$ cat src/rtl/dbg_frm_pkg.sv
package dbg_frm_pkg;

  typedef enum logic [3:0] {
    ST_IDLE, ST_DOLLAR, ST_TAG, ST_HI, ST_LO, ST_HASH, ST_CKHI, ST_CKLO, ST_WAIT, ST_RAW
  } state_t;

  typedef enum logic [2:0] {
    SEL_DOLLAR, SEL_TAG, SEL_HI, SEL_LO, SEL_HASH, SEL_CKHI, SEL_CKLO, SEL_RAW
  } sel_t;

  typedef struct packed {
    logic lenLoad;
    logic idxClr;
    logic idxInc;
    logic sumInit;
    logic sumAdd;
    logic crSet;
    logic crClr;
    sel_t sel;
  } strobe_t;

  localparam logic [7:0] CH_DOLLAR = 8'h24;
  localparam logic [7:0] CH_TAG    = 8'h4F;
  localparam logic [7:0] CH_HASH   = 8'h23;
  localparam logic [7:0] CH_ACK    = 8'h2B;
  localparam logic [7:0] CH_LF     = 8'h0A;
  localparam logic [7:0] CH_CR     = 8'h0D;

  function automatic logic [7:0] hexChar(input logic [3:0] nib);
    if (nib < 4'd10) return 8'h30 + {4'b0, nib};
    else             return 8'h57 + {4'b0, nib};
  endfunction

endpackage

$ cat src/rtl/dbg_frm_dp.sv
module dbg_frm_dp
  import dbg_frm_pkg::*;
#(
  parameter int MAX_LEN = 64,
  parameter int ADDR_W  = $clog2(MAX_LEN),
  parameter int LEN_W   = $clog2(MAX_LEN + 1)
) (
  input  logic              clk,
  input  logic              rst_n,
  input  logic              loadWe,
  input  logic [ADDR_W-1:0] loadAddr,
  input  logic [7:0]        loadData,
  input  logic [LEN_W-1:0]  reqLen,
  input  strobe_t           stb,
  output logic [7:0]        outByte,
  output logic              lenZero,
  output logic              lastIdx,
  output logic              crPending
);

  localparam logic [LEN_W-1:0] LEN_MAX = LEN_W'(MAX_LEN);

  logic [7:0]       payMem [MAX_LEN];
  logic [LEN_W-1:0] lenQ;
  logic [LEN_W-1:0] idx;
  logic [7:0]       sum;
  logic             crDone;
  logic [7:0]       curByte;

  always_ff @(posedge clk) begin
    if (loadWe) payMem[loadAddr] <= loadData;
  end

  assign curByte = payMem[idx[ADDR_W-1:0]];

  always_ff @(posedge clk or negedge rst_n) begin
    if (!rst_n) begin
      lenQ   <= '0;
      idx    <= '0;
      sum    <= '0;
      crDone <= 1'b0;
    end else begin
      if (stb.lenLoad) lenQ <= (reqLen > LEN_MAX) ? LEN_MAX : reqLen;
      if (stb.idxClr)      idx <= '0;
      else if (stb.idxInc) idx <= idx + LEN_W'(1);
      if (stb.sumInit)     sum <= CH_TAG;
      else if (stb.sumAdd) sum <= sum + outByte;
      if (stb.crClr)       crDone <= 1'b0;
      else if (stb.crSet)  crDone <= 1'b1;
    end
  end

  assign lenZero   = (lenQ == '0);
  assign lastIdx   = (idx == lenQ - LEN_W'(1));
  assign crPending = (curByte == CH_LF) && !crDone;

  always_comb begin
    unique case (stb.sel)
      SEL_DOLLAR: outByte = CH_DOLLAR;
      SEL_TAG:    outByte = CH_TAG;
      SEL_HI:     outByte = hexChar(curByte[7:4]);
      SEL_LO:     outByte = hexChar(curByte[3:0]);
      SEL_HASH:   outByte = CH_HASH;
      SEL_CKHI:   outByte = hexChar(sum[7:4]);
      SEL_CKLO:   outByte = hexChar(sum[3:0]);
      default:    outByte = crPending ? CH_CR : curByte;
    endcase
  end

  // the read index never runs past the captured length
  a_r1_idx_bound: assert property (@(posedge clk) disable iff (!rst_n)
    idx <= lenQ);

endmodule

$ cat src/rtl/dbg_frm_ctrl.sv
module dbg_frm_ctrl
  import dbg_frm_pkg::*;
(
  input  logic       clk,
  input  logic       rst_n,
  input  logic       startReq,
  input  logic       rawMode,
  input  logic       outReady,
  input  logic       rxValid,
  input  logic [7:0] rxData,
  input  logic       lenZero,
  input  logic       lastIdx,
  input  logic       crPending,
  output logic       outValid,
  output logic       done,
  output strobe_t    stb
);

  state_t st, stNext;
  logic   doneNext;
  logic   hs;

  assign hs = outValid && outReady;

  always_comb begin
    unique case (st)
      ST_IDLE, ST_WAIT: outValid = 1'b0;
      ST_RAW:           outValid = !lenZero;
      default:          outValid = 1'b1;
    endcase
  end

  always_comb begin
    stNext   = st;
    doneNext = 1'b0;
    stb      = '0;
    stb.sel  = SEL_RAW;
    unique case (st)
      ST_IDLE: begin
        if (startReq) begin
          stb.lenLoad = 1'b1;
          stb.idxClr  = 1'b1;
          stb.crClr   = 1'b1;
          stNext      = rawMode ? ST_RAW : ST_DOLLAR;
        end
      end
      ST_DOLLAR: begin
        stb.sel = SEL_DOLLAR;
        if (hs) stNext = ST_TAG;
      end
      ST_TAG: begin
        stb.sel = SEL_TAG;
        if (hs) begin
          stb.sumInit = 1'b1;
          stNext      = lenZero ? ST_HASH : ST_HI;
        end
      end
      ST_HI: begin
        stb.sel = SEL_HI;
        if (hs) begin
          stb.sumAdd = 1'b1;
          stNext     = ST_LO;
        end
      end
      ST_LO: begin
        stb.sel = SEL_LO;
        if (hs) begin
          stb.sumAdd = 1'b1;
          stb.idxInc = 1'b1;
          stNext     = lastIdx ? ST_HASH : ST_HI;
        end
      end
      ST_HASH: begin
        stb.sel = SEL_HASH;
        if (hs) stNext = ST_CKHI;
      end
      ST_CKHI: begin
        stb.sel = SEL_CKHI;
        if (hs) stNext = ST_CKLO;
      end
      ST_CKLO: begin
        stb.sel = SEL_CKLO;
        if (hs) stNext = ST_WAIT;
      end
      ST_WAIT: begin
        if (rxValid) begin
          if (rxData == CH_ACK) begin
            doneNext = 1'b1;
            stNext   = ST_IDLE;
          end else begin
            stb.idxClr = 1'b1;
            stNext     = ST_DOLLAR;
          end
        end
      end
      ST_RAW: begin
        stb.sel = SEL_RAW;
        if (lenZero) begin
          doneNext = 1'b1;
          stNext   = ST_IDLE;
        end else if (hs) begin
          if (crPending) begin
            stb.crSet = 1'b1;
          end else begin
            stb.crClr  = 1'b1;
            stb.idxInc = 1'b1;
            if (lastIdx) begin
              doneNext = 1'b1;
              stNext   = ST_IDLE;
            end
          end
        end
      end
      default: stNext = ST_IDLE;
    endcase
  end

  always_ff @(posedge clk or negedge rst_n) begin
    if (!rst_n) begin
      st   <= ST_IDLE;
      done <= 1'b0;
    end else begin
      st   <= stNext;
      done <= doneNext;
    end
  end

  // a non-acknowledge byte in the wait state restarts the packet at '$'
  a_r6_nack_resend: assert property (@(posedge clk) disable iff (!rst_n)
    (st == ST_WAIT && rxValid && rxData != CH_ACK) |=> (st == ST_DOLLAR));

  // done only follows the acknowledge wait or the raw send
  a_r10_done_source: assert property (@(posedge clk) disable iff (!rst_n)
    done |-> ($past(st) == ST_WAIT || $past(st) == ST_RAW));

endmodule

$ cat src/rtl/dbg_pkt_framer.sv
module dbg_pkt_framer
  import dbg_frm_pkg::*;
#(
  parameter int MAX_LEN = 64,
  localparam int ADDR_W = $clog2(MAX_LEN),
  localparam int LEN_W  = $clog2(MAX_LEN + 1)
) (
  input  logic              clk,
  input  logic              rst_n,
  input  logic              loadWe,
  input  logic [ADDR_W-1:0] loadAddr,
  input  logic [7:0]        loadData,
  input  logic [LEN_W-1:0]  payLen,
  input  logic              rawMode,
  input  logic              startReq,
  output logic [7:0]        outData,
  output logic              outValid,
  input  logic              outReady,
  input  logic [7:0]        rxData,
  input  logic              rxValid,
  output logic              done
);

  strobe_t stb;
  logic    lenZero, lastIdx, crPending;

  dbg_frm_ctrl u_ctrl (
    .clk      (clk),
    .rst_n    (rst_n),
    .startReq (startReq),
    .rawMode  (rawMode),
    .outReady (outReady),
    .rxValid  (rxValid),
    .rxData   (rxData),
    .lenZero  (lenZero),
    .lastIdx  (lastIdx),
    .crPending(crPending),
    .outValid (outValid),
    .done     (done),
    .stb      (stb)
  );

  dbg_frm_dp #(.MAX_LEN(MAX_LEN)) u_dp (
    .clk      (clk),
    .rst_n    (rst_n),
    .loadWe   (loadWe),
    .loadAddr (loadAddr),
    .loadData (loadData),
    .reqLen   (payLen),
    .stb      (stb),
    .outByte  (outData),
    .lenZero  (lenZero),
    .lastIdx  (lastIdx),
    .crPending(crPending)
  );

  // a stalled byte is held
  a_r7_hold_stable: assert property (@(posedge clk) disable iff (!rst_n)
    (outValid && !outReady) |=> (outValid && $stable(outData)));

  // done lasts a single cycle
  a_r10_done_pulse: assert property (@(posedge clk) disable iff (!rst_n)
    done |=> !done);

endmodule

$ cat config.mk
export PLATFORM = sky130hd
export DESIGN_NAME = dbg_pkt_framer
export DESIGN_NICKNAME = d
export VERILOG_FILES = /design/src/rtl/dbg_frm_pkg.sv /design/src/rtl/dbg_frm_dp.sv /design/src/rtl/dbg_frm_ctrl.sv /design/src/rtl/dbg_pkt_framer.sv
export SDC_FILE = /design/constraint.sdc
export NUM_CORES = 1
export LEC_CHECK = 0
export ABC_AREA = 1
export BUFFER_PORTS_ARGS = -buffer_cell sky130_fd_sc_hd__clkbuf_2
export CAP_MARGIN = 20
export CORE_MARGIN = 2
export CORE_UTILIZATION = 35
export DETAILED_ROUTE_END_ITERATION = 7
export PLACE_DENSITY = 0.49
export SETUP_SLACK_MARGIN = 0.15
export SLEW_MARGIN = 20
export SYNTH_ARGS = -nofsm -noshare
export SYNTH_HDL_FRONTEND = slang
export SYNTH_HIERARCHICAL = 1
export SYNTH_SLANG_ARGS = --single-unit
$ cat constraint.sdc
create_clock -name clk -period 3.6 [get_ports clk]
set_clock_uncertainty 0.05 [all_clocks]
set_input_delay 0.36 -clock clk [delete_from_list [all_inputs] [get_ports clk]]
set_output_delay 0.36 -clock clk [all_outputs]
set_load 0.005 [all_outputs]
Yosys cells after proc, flatten, opt, wreduce, memory -nomap -nowiden:

Memories as Yosys holds them, arrays and structs flattened.
Cells that the tools add are included.

* register bits after elaboration: 28
* latch bits: 0
* memory bits (read-only): 0
* logic and storage cells: 126
* bits of input ports: 36
* memory bits (writable): 512
* memories: 1
* output and inout bits: 10

* bitwise gates (word level): 0
* div/mod/pow operators: 0
* shift operators: 0
* mux-type cells: 60
* reduce and logical (&&, ||, !) cells: 13
* equal/unequal tests: 30
* add/subtract/negate cells: 11
* magnitude comparators: 5
* $mul: 0

Memory list
* u_dp.payMem: words 64, width 8, read ports 1, clocked after Yosys merged registers in 0, write ports 1, line dbg_frm_dp.sv:23 `logic [7:0] payMem [MAX_LEN];`

Operators by type and width (number)
* $mux 4: 14
* $mux 8: 7
* $pmux 8 s7: 1
* $pmux 4 s10: 1
* $add 7x4->8 const A: 4
* $add 6x4->7 const A: 4
* $mux 1: 23
* $mux 7: 3
* $pmux 3 s7: 1
* $eq 4x3->1 const B: 4
* $lt 4x4->1 const B: 4
* $ne 2x1->1 const B: 7
* $reduce_and 12->1: 1
* $pmux 1 s2: 5
* $eq 3x3->1 const B: 3
* $add 8x8->8: 1
* $eq 4x2->1 const B: 2
* $eq 4x4->1 const B: 2
* $eq 8x4->1 const B: 1
* $eq 8x6->1 const B: 1
* $add 7x1->7 const B: 1
* $eq 7x7->1: 1
* $gt 7x7->1 const B: 1
* $logic_not 7->1: 1
* 15 further kinds: 26

Logic depth before layout (Yosys ltp):

* depth in word-level cells: 9
* mapped depth: 38
* gate-level depth less buffers: 36

Hierarchy:

The synthesis kept the hierarchy.

Modules (own cells, without submodules)
* dbg_frm_dp: cells each 2215, area an instance 23348.6 um^2, instances 1
* dbg_frm_ctrl: cells each 99, area an instance 605.6 um^2, instances 1

Worst setup path before layout:

OpenSTA, ideal clock, no wires.

* kind: flip-flop to flip-flop
* start: reg u_dp.idx[0]
* end: reg u_dp.sum[7]
* arrival: 3.659 ns
* data required time: 3.428 ns
* setup time: 0.122 ns
* stages on the path, launching flop included: 33
* clock period less this slack: 3.831 ns
* slack: -0.231 ns
* cell sequence: dfrtp_1 > inv_2 > buf_2 > buf_4 > buf_2 > nor2_1 > o211ai_1 > nand3_1 > nand2_1 > nand3_1 > nand2_1 > inv_1 > ha_1 > nand3b_1 > nor2_1 > nand4_2 > nand3_1 > nand2_1 > inv_1 > ha_1 > a21oi_1 > nand2_1 > nand2_1 > nand2_1 > a21oi_1 > nor2_1 > o21ai_0 > nand2_1 > nand2_1 > nand2_1 > xor2_1 > nand2_1 > o21ai_1

* longest elaborated chain between the ends: 8
* elaborated cells between the ends (all ways): 16
* classes of those cells: 5 x add/sub; 2 x order compare; 1 x eq/ne; 6 x mux; 1 x reduce/logical; 1 x memory

Ends and longest elaborated chain
* start, declared: line dbg_frm_dp.sv:25 `logic [LEN_W-1:0] idx;`
* start signal, assigned: line dbg_frm_dp.sv:45 `else if (stb.idxInc) idx <= idx + LEN_W'(1);`
* $mem_v2 64x8 *
* branches (longest 3 deep; another with $add 7x4->8)
* $pmux 8 s7 *: line dbg_frm_dp.sv:58 `unique case (stb.sel)`
* net outData[2]: line dbg_pkt_framer.sv:16 `output logic [7:0] outData,`
* $add 8x8->8 *: line dbg_frm_dp.sv:47 `else if (stb.sumAdd) sum <= sum + outByte;`
* $mux 8 *: line dbg_frm_dp.sv:47
* $mux 8 *: line dbg_frm_dp.sv:46 `if (stb.sumInit) sum <= CH_TAG;`
* end signal, assigned: line dbg_frm_dp.sv:47
* end, declared: line dbg_frm_dp.sv:26 `logic [7:0] sum;`

Mark *: on every way through the listed nets, which the timed path passes. The select of a mux whose other input is x is not followed.
A chain may end at the register's enable or synchronous reset.

Worst setup path after layout:

* start: reg u_dp.idx[0]
* end: reg u_dp.sum[7]

* longest elaborated chain between the ends: 8
* elaborated cells between the ends (all ways): 16
* classes of those cells: 5 x add/sub; 2 x order compare; 1 x eq/ne; 6 x mux; 1 x reduce/logical; 1 x memory

Ends and longest elaborated chain (line)
* $mem_v2 64x8 *
* branches (longest 3 deep; another with $add 7x4->8)
* $pmux 8 s7 *: dbg_frm_dp.sv:58
* $add 8x8->8 *: dbg_frm_dp.sv:47
* $mux 8 *: dbg_frm_dp.sv:47
* $mux 8 *: dbg_frm_dp.sv:46

Every way passes the cells marked *. The select of a mux whose other input is x is not followed.

==> metrics.yaml <==
dpl.cell_count: 3432
layout.cells.non_filler: 3601
cap_violations: 0
fin_nets: 2729
hold_viol: 0
wl_mm: 70.66
leakage_nw: 12.13
hp-class: "input port to flop"
drt_iter0_drc: 1591
cts_buffer_depth: 3
drc: 0
tritoncts: "yes"
grt_pass1_wl_mm: 107.8
netlist_area_sq_um: 23950
clk_pin_slew_ns: 0.06
synth_seq_cells: 540
synthMuxAreaShare: 0
fillers: 6297
layout_worst_path_cycle_share: 1.137
vias: 17860
dieHeight_um: 265.6
netlist_instances: 2314
synthesis.nets: 2366
hpwl_mm: 45.58
finalWorstSetupSlack_ns: -0.4921
final_cell_mix: "nand2_1 (533), edfxtp_1 (512), nor2_1 (334)"
synth-async-reset-ratio: 0.05185
critPathLaunchType: "flop"
viasPerCell: 4.961
post-place-ws_ns: -0.6534
setup_viol: 17
first_global_vias: 17900
maxClockFrequency_mhz: 244.4
holdWs_ns: 0.07176
stdcell_area_sq_um: 30620
worstPathArrival_ns: 4.56
regArea_sq_um: 16080
peakVddDrop_mv: 0.4900
yosys_warnings: 6
htreeDepth: 2
clock_latency_ns: 0.64
die_w_um: 265.6
synth_cell_types: 45
min_period_ns: 4.092
worstMarginPinSlew_ns: 0.9216
cts.sinks: 540
layout_commonest_cell: "nand2_1"
rsz0062_at_grt: "yes"
slew_headroom: 0.3856
core_sq_um: 67510
synth_adder_area_share: 0.008671
synth_compound_area_frac: 0.05359
outcome: "finished with violations"
die_area_sq_um: 70550
rows: 95
max_stage_delay_ns: 0.58
root_buffer: "clkbuf_16"
antenna_found_initial: 0
cp-end-kind: "flop"
drt-pass1-iter-count: 6
cp_slowest_cell: "dfrtp_4"
gp_congestion: 0.8542
powerDensity_nw_per_um2: 725.8
synthSimpleGateAreaFrac: 0.2110
track_usage: 0.2013
cp.required_ns: 4.06
drive_above_1_share: 0.2419
antenna_left: 0
critPathMostFrequentCell: "nand2_1"
worstSetupPathType: "flop to flop"
grt_start_max_net_pins: 65
violations: "setup timing"
antenna_cells: 0
dpl-instance-area_sq_um: 27470
ys_seq_area_frac: 0.6711
finalMaxSlewViolations: 0
numPortBuffers: 45
ios: 46
grt_overflow: 0
multi_input_area_sq_um: 7231
synth-edff-count: 512
numCtsBuffers: 60
path_max_fanout: 17
synth_top_family_by_area: "simple AND/OR/NAND/NOR gates"
synth_flop_cell: "edfxtp_1"
synth-xor-area-share: 0.004753
layout-area-overhead-vs-synth_pct: 27.81
total_power_mw: 22.22
start_util: 0.3548
avgRoutedWirePerCell_um: 19.62
synth.avg_cell_area_sq_um: 10.35
==> timing repair <==
| action | in CTS | in global routing |
|---|---|---|
| setup buffers | 26 | 14 |
| hold buffers | 8 | 0 |
| endpoints found under the hold margin | 35 | 0 |
| pin swaps | 51 | 36 |
| gates cloned | 7 | 1 |
| setup endpoints to repair | 27 | 28 |
| gates resized for setup | 134 | 64 |
==> area by class of cell <==
cell class / instances / area share
Inverter: 179 / 0.02280
Multi-Input combinational cell: 1486 / 0.2362
Clock buffer: 74 / 0.05211
Clock inverter: 39 / 0.01054
Timing Repair Buffer: 409 / 0.1172
Tap cell: 873 / 0.03568
Timing Repair inverter: 1 / 0.0002043
Sequential cell: 540 / 0.5253
==> critical path: cells and delay by family, from the launching register on <==
kind | cells | cell delay [ns]
adder cells (fa/ha/maj) | 1 | 0.15
XOR/XNOR | 1 | 0.14
AO/OA/AOI/OAI | 5 | 0.57
AND/OR/NAND/NOR | 19 | 1.71
flip-flops | 1 | 0.58
buffers and inverters | 6 | 0.75
==> kinds of logic after synthesis <==
family | Yosys count
AOI/OAI and AO/OA | 237
xor gates and xnor gates | 13
adders and majority gates | 16
buffers and inverters | 288
DFF | 540
and+or+nand+nor | 1220
==> per-stage QoR <==
stage / util / TNS, ns
after floorplan: - / 0
after global placement: 0.4068 / -3.023
after detailed placement: 0.4068 / -3.624
after CTS: 0.4487 / -4.076
after global routing: 0.4535 / -8.763
final: 0.4535 / -5.170
==> synthesized netlist by cell type, types with 2 or more instances <==
master,n,area share
inv_2,10,0.0016
o21ai_1,55,0.011
o211ai_1,22,0.0069
xnor2_1,3,0.0011
nor2_4,4,0.0019
o21ai_0,112,0.023
dfrtp_1,28,0.029
nand2_4,2,0.00094
xor2_1,10,0.0037
nor3_1,11,0.0023
and2_1,2,0.00052
nor4_1,10,0.0026
nand2_1,569,0.089
a21oi_1,32,0.0067
edfxtp_1,512,0.64
a31oi_1,4,0.0010
ha_1,15,0.0078
clkbuf_1,26,0.0041
nand3_1,223,0.047
nor2_1,364,0.057
buf_2,64,0.013
nor2_2,4,0.0010
o22ai_1,2,0.00052
clkinv_1,4,0.00063
a221oi_1,3,0.0011
buf_1,5,0.00078
inv_1,164,0.026
buf_4,13,0.0041
nand2_2,10,0.0026
nand4_1,16,0.0042
==> sequential cells by signal, summed over array words and instances (netlist names) <==
register	flops
u_dp/payMem	512
u_dp/idx	7
u_ctrl/done	1
u_dp/crDone	1
u_ctrl/st	4
u_dp/sum	8
u_dp/lenQ	7
==> final timing paths <==
path	startpoint	cells after the start	end	slack, ns
min in group asynchronous	rst_n	2	u_ctrl/st[0]	0.29
worst min register to register	u_dp/crDone	2	u_dp/crDone	0.50
worst max register to register	u_dp/idx[0]	32	u_dp/sum[7]	-0.49
max in group asynchronous	rst_n	2	u_dp/idx[1]	2.62
worst min-delay path	rxValid	5	u_ctrl/done	0.07
worst max-delay path	u_dp/idx[0]	32	u_dp/sum[7]	-0.49
==> report_power, final <==
| part | switching, mW | internal (mW) | total [mW] |
|---|---|---|---|
| Sequential | 0.146 | 7.02 | 7.17 |
| Combinational | 4.81 | 4.30 | 9.11 |
| Clock | 2.57 | 3.37 | 5.94 |
==> metal layers <==
layer	vias up	GRT usage	part of all wire
li1	8587	-	-
met1	8656	0.2769	0.45
met2	528	0.3284	0.47
met3	92	0.02999	0.059
met4	0	0.06438	0.024
met5	-	0	0
No activity file was read; power rests on OpenSTA's default activity.
